### config.mk
export PLATFORM = sky130hd
export DESIGN_NAME = keychk_top
export DESIGN_NICKNAME = d
export VERILOG_FILES = /design/src/rtl/keychk_pkg.sv /design/src/rtl/keychk_match.sv /design/src/rtl/keychk_ctrl.sv /design/src/rtl/keychk_top.sv
export SDC_FILE = /design/constraint.sdc
export NUM_CORES = 1
export LEC_CHECK = 0
export BUFFER_PORTS_ARGS = -buffer_cell sky130_fd_sc_hd__buf_4
export CAP_MARGIN = 20
export CORE_MARGIN = 4
export CORE_UTILIZATION = 40
export DETAILED_ROUTE_END_ITERATION = 8
export GPL_TIMING_DRIVEN = 0
export PLACE_DENSITY = 0.66
export SETUP_SLACK_MARGIN = 0.5
export SLEW_MARGIN = 20
export SYNTH_ARGS = -nofsm -noshare
export SYNTH_HDL_FRONTEND = slang
export SYNTH_SLANG_ARGS = --single-unit
### constraint.sdc
create_clock -name clk -period 3.1 [get_ports clk]
set_clock_uncertainty 0.05 [all_clocks]
set_input_delay 0.155 -clock clk [delete_from_list [all_inputs] [get_ports clk]]
set_output_delay 0.155 -clock clk [all_outputs]
set_load 0.005 [all_outputs]
### src/rtl/keychk_pkg.sv
package keychk_pkg;

  typedef enum logic [3:0] {
    ST_IDLE,
    ST_POLL,
    ST_LWAIT,
    ST_LCHK,
    ST_RD,
    ST_RWAIT,
    ST_CMP,
    ST_WRES,
    ST_WLOCK
  } kc_state_e;

  localparam int unsigned LOCK_GO   = 1;
  localparam int unsigned LOCK_DONE = 2;

endpackage

### src/rtl/keychk_match.sv
module keychk_match #(
  parameter int unsigned DATA_W  = 32,
  parameter int unsigned KEY_LEN = 12,
  parameter logic [KEY_LEN*8-1:0] KEY = '0,
  parameter int unsigned IDX_W   = 2
) (
  input  logic [DATA_W-1:0] word,
  input  logic [IDX_W-1:0]  widx,
  output logic              ok
);

  localparam int unsigned NB    = DATA_W / 8;
  localparam int unsigned NSLOT = 1 << IDX_W;

  logic [DATA_W-1:0] key_word [NSLOT];
  logic [DATA_W-1:0] key_mask [NSLOT];

  // Per-lane key byte and lane mask; lanes past the key length are masked off
  for (genvar w = 0; w < NSLOT; w++) begin : g_word
    for (genvar j = 0; j < NB; j++) begin : g_lane
      localparam int unsigned K = w * NB + j;
      if (K < KEY_LEN) begin : g_used
        assign key_word[w][8*j +: 8] = KEY[8*K +: 8];
        assign key_mask[w][8*j +: 8] = 8'hFF;
      end else begin : g_pad
        assign key_word[w][8*j +: 8] = 8'h00;
        assign key_mask[w][8*j +: 8] = 8'h00;
      end
    end
  end

  assign ok = ((word ^ key_word[widx]) & key_mask[widx]) == '0;

endmodule

### src/rtl/keychk_ctrl.sv
module keychk_ctrl
  import keychk_pkg::*;
#(
  parameter int unsigned ADDR_W = 8,
  parameter int unsigned DATA_W = 32,
  parameter int unsigned NWORDS = 3,
  parameter int unsigned IDX_W  = 2,
  parameter logic [ADDR_W-1:0] LOCK_ADDR = 1,
  parameter logic [ADDR_W-1:0] DATA_ADDR = 2,
  parameter logic [DATA_W-1:0] PASS_VAL  = 1
) (
  input  logic              clk,
  input  logic              rst_n,
  input  logic [DATA_W-1:0] rd_q,
  input  logic              word_ok,
  output logic              cap_en,
  output logic [IDX_W-1:0]  widx,
  output logic              mem_en,
  output logic              mem_we,
  output logic [ADDR_W-1:0] mem_addr,
  output logic [DATA_W-1:0] mem_wdata
);

  localparam logic [IDX_W-1:0] LAST_IDX = IDX_W'(NWORDS - 1);

  kc_state_e st_q, st_nxt;
  logic      idx_clr, idx_inc, acc_set, acc_upd, acc_q;

  always_comb begin
    st_nxt    = st_q;
    mem_en    = 1'b0;
    mem_we    = 1'b0;
    mem_addr  = LOCK_ADDR;
    mem_wdata = '0;
    cap_en    = 1'b0;
    idx_clr   = 1'b0;
    idx_inc   = 1'b0;
    acc_set   = 1'b0;
    acc_upd   = 1'b0;
    case (st_q)
      ST_IDLE:  st_nxt = ST_POLL;
      ST_POLL: begin
        mem_en = 1'b1;
        st_nxt = ST_LWAIT;
      end
      ST_LWAIT: begin
        cap_en = 1'b1;
        st_nxt = ST_LCHK;
      end
      ST_LCHK: begin
        if (rd_q == DATA_W'(LOCK_GO)) begin
          idx_clr = 1'b1;
          acc_set = 1'b1;
          st_nxt  = ST_RD;
        end else begin
          st_nxt  = ST_IDLE;
        end
      end
      ST_RD: begin
        mem_en   = 1'b1;
        mem_addr = DATA_ADDR + ADDR_W'(widx);
        st_nxt   = ST_RWAIT;
      end
      ST_RWAIT: begin
        cap_en = 1'b1;
        st_nxt = ST_CMP;
      end
      ST_CMP: begin
        acc_upd = 1'b1;
        if (widx == LAST_IDX) begin
          st_nxt  = ST_WRES;
        end else begin
          idx_inc = 1'b1;
          st_nxt  = ST_RD;
        end
      end
      ST_WRES: begin
        mem_en    = 1'b1;
        mem_we    = 1'b1;
        mem_addr  = DATA_ADDR;
        mem_wdata = acc_q ? PASS_VAL : '0;
        st_nxt    = ST_WLOCK;
      end
      ST_WLOCK: begin
        mem_en    = 1'b1;
        mem_we    = 1'b1;
        mem_wdata = DATA_W'(LOCK_DONE);
        st_nxt    = ST_IDLE;
      end
      default:  st_nxt = ST_IDLE;
    endcase
  end

  always_ff @(posedge clk or negedge rst_n) begin
    if (!rst_n) begin
      st_q  <= ST_IDLE;
      widx  <= '0;
      acc_q <= 1'b0;
    end else begin
      st_q <= st_nxt;
      if (idx_clr)      widx <= '0;
      else if (idx_inc) widx <= widx + 1'b1;
      if (acc_set)      acc_q <= 1'b1;
      else if (acc_upd) acc_q <= acc_q & word_ok;
    end
  end

  // Data-area read counter, cleared on each lock poll (checking aid)
  logic [IDX_W:0] rd_cnt;
  always_ff @(posedge clk or negedge rst_n) begin
    if (!rst_n) begin
      rd_cnt <= '0;
    end else if (mem_en && !mem_we) begin
      if (mem_addr == LOCK_ADDR) rd_cnt <= '0;
      else                       rd_cnt <= rd_cnt + 1'b1;
    end
  end

  AST_WRITE_TARGET: assert property (@(posedge clk) disable iff (!rst_n)
    mem_we |-> (mem_en && (mem_addr == DATA_ADDR || mem_addr == LOCK_ADDR)));

  AST_RESULT_CODE: assert property (@(posedge clk) disable iff (!rst_n)
    (mem_we && mem_addr == DATA_ADDR) |-> (mem_wdata == '0 || mem_wdata == PASS_VAL));

  AST_LOCK_FOLLOWS: assert property (@(posedge clk) disable iff (!rst_n)
    (mem_we && mem_addr == DATA_ADDR) |=>
      (mem_we && mem_addr == LOCK_ADDR && mem_wdata == DATA_W'(LOCK_DONE)));

  AST_READ_COUNT: assert property (@(posedge clk) disable iff (!rst_n)
    (mem_we && mem_addr == DATA_ADDR) |-> (rd_cnt == (IDX_W+1)'(NWORDS)));

  AST_READ_RANGE: assert property (@(posedge clk) disable iff (!rst_n)
    (mem_en && !mem_we && mem_addr != LOCK_ADDR) |->
      (mem_addr >= DATA_ADDR && mem_addr < DATA_ADDR + ADDR_W'(NWORDS)));

endmodule

### src/rtl/keychk_top.sv
module keychk_top #(
  parameter int unsigned ADDR_W         = 8,
  parameter int unsigned DATA_W         = 32,
  parameter int unsigned BASE_WORD      = 0,
  parameter int unsigned DATA_OFS_BYTES = 8,
  parameter int unsigned KEY_LEN        = 12,
  parameter logic [KEY_LEN*8-1:0] KEY   = 96'h24_37_5A_6D_21_32_51_70_23_39_6B_58,
  parameter logic [DATA_W-1:0] PASS_VAL = 1
) (
  input  logic              clk,
  input  logic              rst_n,
  output logic              mem_en,
  output logic              mem_we,
  output logic [ADDR_W-1:0] mem_addr,
  output logic [DATA_W-1:0] mem_wdata,
  input  logic [DATA_W-1:0] mem_rdata
);

  localparam int unsigned NB     = DATA_W / 8;
  localparam int unsigned NWORDS = (KEY_LEN + NB - 1) / NB;
  localparam int unsigned IDX_W  = (NWORDS > 1) ? $clog2(NWORDS) : 1;
  localparam logic [ADDR_W-1:0] LOCK_ADDR = ADDR_W'(BASE_WORD + 1);
  localparam logic [ADDR_W-1:0] DATA_ADDR = ADDR_W'(BASE_WORD + DATA_OFS_BYTES / NB);

  // Reset synchronizer: asserts at once, releases on the clock
  logic [1:0] rst_sync;
  logic       rst_i_n;
  always_ff @(posedge clk or negedge rst_n) begin
    if (!rst_n) rst_sync <= 2'b00;
    else        rst_sync <= {rst_sync[0], 1'b1};
  end
  assign rst_i_n = rst_sync[1];

  logic              cap_en, word_ok;
  logic [IDX_W-1:0]  widx;
  logic [DATA_W-1:0] rd_q;

  always_ff @(posedge clk or negedge rst_i_n) begin
    if (!rst_i_n)    rd_q <= '0;
    else if (cap_en) rd_q <= mem_rdata;
  end

  keychk_match #(
    .DATA_W (DATA_W),
    .KEY_LEN(KEY_LEN),
    .KEY    (KEY),
    .IDX_W  (IDX_W)
  ) i_match (
    .word(rd_q),
    .widx(widx),
    .ok  (word_ok)
  );

  keychk_ctrl #(
    .ADDR_W   (ADDR_W),
    .DATA_W   (DATA_W),
    .NWORDS   (NWORDS),
    .IDX_W    (IDX_W),
    .LOCK_ADDR(LOCK_ADDR),
    .DATA_ADDR(DATA_ADDR),
    .PASS_VAL (PASS_VAL)
  ) i_ctrl (
    .clk      (clk),
    .rst_n    (rst_i_n),
    .rd_q     (rd_q),
    .word_ok  (word_ok),
    .cap_en   (cap_en),
    .widx     (widx),
    .mem_en   (mem_en),
    .mem_we   (mem_we),
    .mem_addr (mem_addr),
    .mem_wdata(mem_wdata)
  );

  AST_QUIET_RESET: assert property (@(posedge clk)
    !rst_n |-> (!mem_en && !mem_we));

  AST_WE_NEEDS_EN: assert property (@(posedge clk) disable iff (!rst_i_n)
    mem_we |-> mem_en);

endmodule

Yosys cells after proc, flatten, opt, wreduce, memory -nomap -nowiden:

Cells that the tools add are included.

* word-level logic and storage cells: 53
* input port bits: 34
* output and inout bits: 42
* memories kept: 0
* ROM bits: 0
* memory bits (writable): 0
* bits in latches: 0
* bits in registers: 41

* equality and inequality tests: 10
* multiplexer cells: 24
* order comparisons: 1
* $add $sub $neg: 2
* shift operators: 0
* div/mod/pow operators: 0
* bitwise operators: 4
* $mul: 0
* reductions and logical operators: 7

Operator list (number)
* binary-select mux 32 bit (select 2 bit): 2
* 2-to-1 mux 32 bit: 4
* case mux 32 bit (2 select lines): 1
* AND 32 bit: 1
* == test 32 x 1 -> 1 bit (second input constant): 1
* zero test 32 bit: 1
* case mux 4 bit (8 select lines): 1
* bitwise XOR 32 bit: 1
* == test 4 x 3 -> 1 bit (second input constant): 4
* case mux 8 bit (2 select lines): 1
* 2-to-1 mux 1 bit: 11
* == test 4 x 2 -> 1 bit (second input constant): 2
* 2-to-1 mux 2 bit: 3
* == test 4 x 1 -> 1 bit (second input constant): 1
* == test 4 bit (second input constant): 1
* zero test 4 bit: 1
* nonzero test 2 bit: 2
* OR reduction 2 bit: 2
* OR reduction 4 bit: 1
* adder 2 x 2 -> 3 bit (first input constant): 1
* >= comparator 3 bit (second input constant): 1
* 2-to-1 mux 3 bit: 1
* NOT 2 -> 3 bit: 1
* adder 2 x 1 -> 2 bit (second input constant): 1
* 2 further kinds: 2

Longest topological paths before layout:

* depth in word-level cells: 10
* mapped depth: 6
* gate-level depth less buffers: 6

Hierarchy:

From an unflattened synthesis, not the netlist that was laid out.

* cells, all modules: 200
* area, all modules: 2376.0 µm²

By module, submodules not included
* keychk_top: sequential area each 850.8 µm², instances 1, cells each 71, area each 1398.8 µm²
* keychk_ctrl: sequential area each 175.2 µm², instances 1, cells each 97, area each 759.5 µm²
* keychk_match: sequential area each 0.0 µm², instances 1, cells each 32, area each 217.7 µm²

Worst setup path after synthesis:

OpenSTA, ideal clock, no wires.

* path type: reg-to-reg
* start point: reg i_ctrl.st_q[0]
* end point: reg rd_q[10]
* buffers on the path: 2
* cell stages (with the launch flop): 6
* clock period less this slack: 1.749 ns
* arrival time: 1.574 ns
* data required time: 2.925 ns
* setup slack: 1.351 ns
* setup time: 0.125 ns
* path through: dfrtp_1 clkbuf_1 or3_4 a21oi_4 buf_6 mux2_2

* longest elaborated chain between the ends: 3
* elaborated cells between the ends (all ways): 4
* those cells by class: 2 x eq/ne; 1 x mux; 1 x reduce/logical

RTL lines
* start, declared: line keychk_ctrl.sv:26 `kc_state_e st_q, st_nxt;`
* start signal, assigned: line keychk_ctrl.sv:100 `st_q <= st_nxt;`
* == test 4 x 2 -> 1 bit or == test 4 x 3 -> 1 bit (tied branches): line keychk_ctrl.sv:40 `case (st_q)`
* OR reduction 2 bit (no line) *
* 2-to-1 mux 1 bit *: line keychk_ctrl.sv:40
* end signal, assigned: line keychk_top.sv:40 `else if (cap_en) rd_q <= mem_rdata;`
* end, declared: line keychk_top.sv:36 `logic [DATA_W-1:0] rd_q;`

Mark *: on every way between the ends. The rest lies on a longest branch, timed or not.
A chain may end at the register's enable or synchronous reset.

Worst setup path after layout:

* start point: reg rd_q[22]
* end point: reg i_ctrl.acc_q

* longest elaborated chain between the ends: 6
* elaborated cells between the ends (all ways): 10
* those cells by class: 1 x eq/ne; 4 x mux; 3 x bitwise; 2 x reduce/logical

RTL lines
* bitwise XOR 32 bit: line keychk_match.sv:32 `assign ok = ((word ^ key_word[widx]) & key_mask[widx]) == '0;`
* AND 32 bit: line keychk_match.sv:32
* zero test 32 bit: line keychk_match.sv:32
* AND 1 bit: line keychk_ctrl.sv:104 `else if (acc_upd) acc_q <= acc_q & word_ok;`
* 2-to-1 mux 1 bit: line keychk_ctrl.sv:104
* 2-to-1 mux 1 bit: line keychk_ctrl.sv:103 `if (acc_set) acc_q <= 1'b1;`
* end signal, assigned: line keychk_ctrl.sv:104
* end, declared: line keychk_ctrl.sv:27 `logic idx_clr, idx_inc, acc_set, acc_upd, acc_q;`

Parallel ways exist; a longest one is shown, timed or not. The select of a mux whose other input is x is not followed.

==> flow_metrics.tcl <==
set metrics [dict create \
    drcViolationCount 0 \
    p_per_area_nw_per_um2 389.6 \
    avgViaCountPerCell 4.556 \
    final_common_cell "buf_4" \
    syn_area_um2 2243 \
    r2r_cells 4 \
    yosys.area_share.simple_pct 12.55 \
    fin_area_um2 2909 \
    dieHeight_um 82.89 \
    io-pin-count 76 \
    setup-tns-final_ps 0 \
    status "completed" \
    drive_gt1_share_pct 45.13 \
    diodes 0 \
    ys_seq_area_share_pct 45.73 \
    period_needed_ps 1927 \
    critPathMaxFanout 3 \
    synth_warnings 0 \
    finalHoldViolCount 0 \
    drv_cap 0 \
    wl_per_cell_um 12.44 \
    root_buffer "clkbuf_8" \
    drt-total-wl_um 4340 \
    placed_cell_area_um2 2783 \
    most-common-layout-cells "buf_4, dfrtp_1, conb_1" \
    rows 27 \
    vias 1590 \
    detail-route-antenna-nets 0 \
    rsz0062_at_grt "false" \
    routabilityCongestion 0.7847 \
    crit_type "flip-flop to flip-flop" \
    irDropWorstVdd_v 0.0003156 \
    synthMuxAreaShare_pct 17.40 \
    grt_max_degree 30 \
    htreeDepth 2 \
    hold_path_class "primary input to flip-flop" \
    end_kind "flip-flop" \
    syn_area_per_cell_um2 11.62 \
    grt_usage_pct 13.04 \
    cts_tree "done" \
    synth_compound_area_share_pct 5.633 \
    clkSlewWorstSetupHoldPaths_ps 80 \
    synthAdderAreaFrac_pct 2.231 \
    final-setup-viol-count 0 \
    fp.dieArea_um2 6871 \
    worstPathRequired_ps 3290 \
    first_pass_iters 4 \
    ys_types 42 \
    drt_iter0_drc 73 \
    coreArea_um2 5473 \
    antenna_found_initial 0 \
    numCtsBuffers 5 \
    hpwl_um 3474 \
    final_nets 314 \
    hold_depth 2 \
    startpoint_type "flip-flop" \
    place.port_buffers 40 \
    p_leak_uw 0.001408 \
    fillers 501 \
    cp.arrival_ps 2120 \
    max_freq_ghz 0.5189 \
    cts.sinks 41 \
    regArea_um2 1027 \
    insertion_delay_ps 290 \
    synth_cells 193 \
    synth_top_family_by_area "multiplexers" \
    grt_overflow 0 \
    cts_buffer_depth 2 \
    cts_resized 0 \
    syn2layout_area_growth_pct 29.67 \
    fin_crit_sh_pct 62.17 \
    cts_setup_buffers 0 \
    initial_core_util_pct 40.99 \
    grt_pass1_wl_um 7383 \
    die_x_um 82.89 \
    multi_input_area_um2 1010 \
    synth-xor-area-share_pct 1.171 \
    grt_pass1_vias 1553 \
    report.final.slew_viol_count 0 \
    ys_ff_latch 41 \
]
==> cell usage after synthesis <==
library cell  count  area (um2)
dfrtp_1          41        1026
buf_4            36       270.3
mux2_2           31       349.1
nor2_1            8       30.03
a21oi_1           7       35.03
inv_1             5       18.77
nand2_1           5       18.77
and4_1            4       35.03
ha_1              4       50.05
nor3_1            4       20.02
and3_1            3       18.77
buf_6             3       33.78
mux2i_1           3       30.03
nor4_1            3       18.77
clkbuf_1          2       7.510
conb_1            2       7.510
nand2b_1          2       12.51
nand3_1           2       10.01
nor3b_1           2       15.01
o21ai_0           2       10.01
or3_1             2       12.51
xnor2_1           2       17.52
a21oi_4           1       16.27
a221o_2           1       11.26
a22oi_1           1       7.510
a2bb2oi_1         1       8.760
a311oi_1          1       8.760
a32oi_1           1       8.760
and2_1            1       6.260
buf_2             1       5.000
mux2_1            1       11.26
nand3b_1          1       7.510
nor2b_1           1       6.260
nor4_4            1       21.27
nor4b_1           1       8.760
nor4bb_1          1       10.01
o2111a_1          1       11.26
o2bb2ai_1         1       8.760
or3_4             1       11.26
or4_1             1       7.510
or4_4             1       11.26
xor2_1            1       8.760
==> path summary, 6_finish.rpt <==
kind                            slack (ps)           end           from
worst max-delay path                  1170  i_ctrl.acc_q       rd_q[22]
worst min-delay path                    30      rd_q[11]  mem_rdata[11]
worst max register to register        1170  i_ctrl.acc_q       rd_q[22]
worst min register to register          90      rd_q[14]    rst_sync[1]
max in group asynchronous             2480       rd_q[2]    rst_sync[1]
min in group asynchronous               90      rd_q[14]    rst_sync[1]
==> metal layers <==
metal	vias up	part of all wire (%)	GRT usage (%)
met5	-	0	0
met4	0	1.3	4.012
met3	5	11	5.952
met2	70	47	20.41
met1	746	41	16.08
li1	769	-	-
==> cell families after synthesis <==
kind of cell               after synthesis
and+or+nand+nor                         44
other                                    2
xor gates and xnor gates                 3
DFF                                     41
AOI/OAI and AO/OA                       17
muxes                                   35
adders and majority gates                4
buffers and inverters                   47
==> where the power goes <==
part / switching (uW) / leakage (uW) / total [uW] / internal, uW
clock network: 180 / 0.0000585 / 443 / 263
logic: 37.3 / 0.000866 / 114 / 76.8
registers: 19.3 / 0.000483 / 577 / 557
total: 237 / 0.00141 / 1130 / 897
==> timing repair <==
item	in CTS	in global routing
endpoints found under the hold margin	2	0
hold buffers	1	0
endpoints found under the setup margin	0	0
==> state kept, by name, summed over array words and instances (netlist names) <==
signal and count:
i_ctrl.acc_q 1, i_ctrl.st_q 4, i_ctrl.widx 2, rd_q 32, rst_sync 2
==> worst max-delay path, stage by stage (launching register included) <==
cell	delay, ps
dfrtp_1	390
or4_4	550
nor4_4	290
nor4b_1	390
a221o_2	210
==> stage by stage <==
step | power, uW | hold slack, ps | std cells | worst slack (ps) | utilization [%]
floorplan | 653.2 | -190.6 | 227 | 1351 | -
global placement | 694.3 | -111.2 | 339 | 1223 | 50.46
detailed placement | 700.3 | -111.0 | 340 | 1183 | 50.85
CTS | 1143 | 32.08 | 349 | 1158 | 53.15
global route | 1188 | 24.79 | 349 | 1051 | 53.15
finish | 1133 | 32.79 | 349 | 1173 | 53.15
==> layout make-up <==
| cell class | instances | area share (%) |
|---|---|---|
| flip-flops and latches | 41 | 35.31 |
| multi-input cells | 139 | 34.71 |
| repair buffers | 42 | 11.35 |
| plain buffers | 42 | 10.88 |
| well taps | 72 | 3.097 |
| clock buffers | 7 | 2.968 |
| clock inverters | 1 | 1.032 |
| inverters | 5 | 0.6452 |
Note: power is estimated with default switching activity, not from simulation.
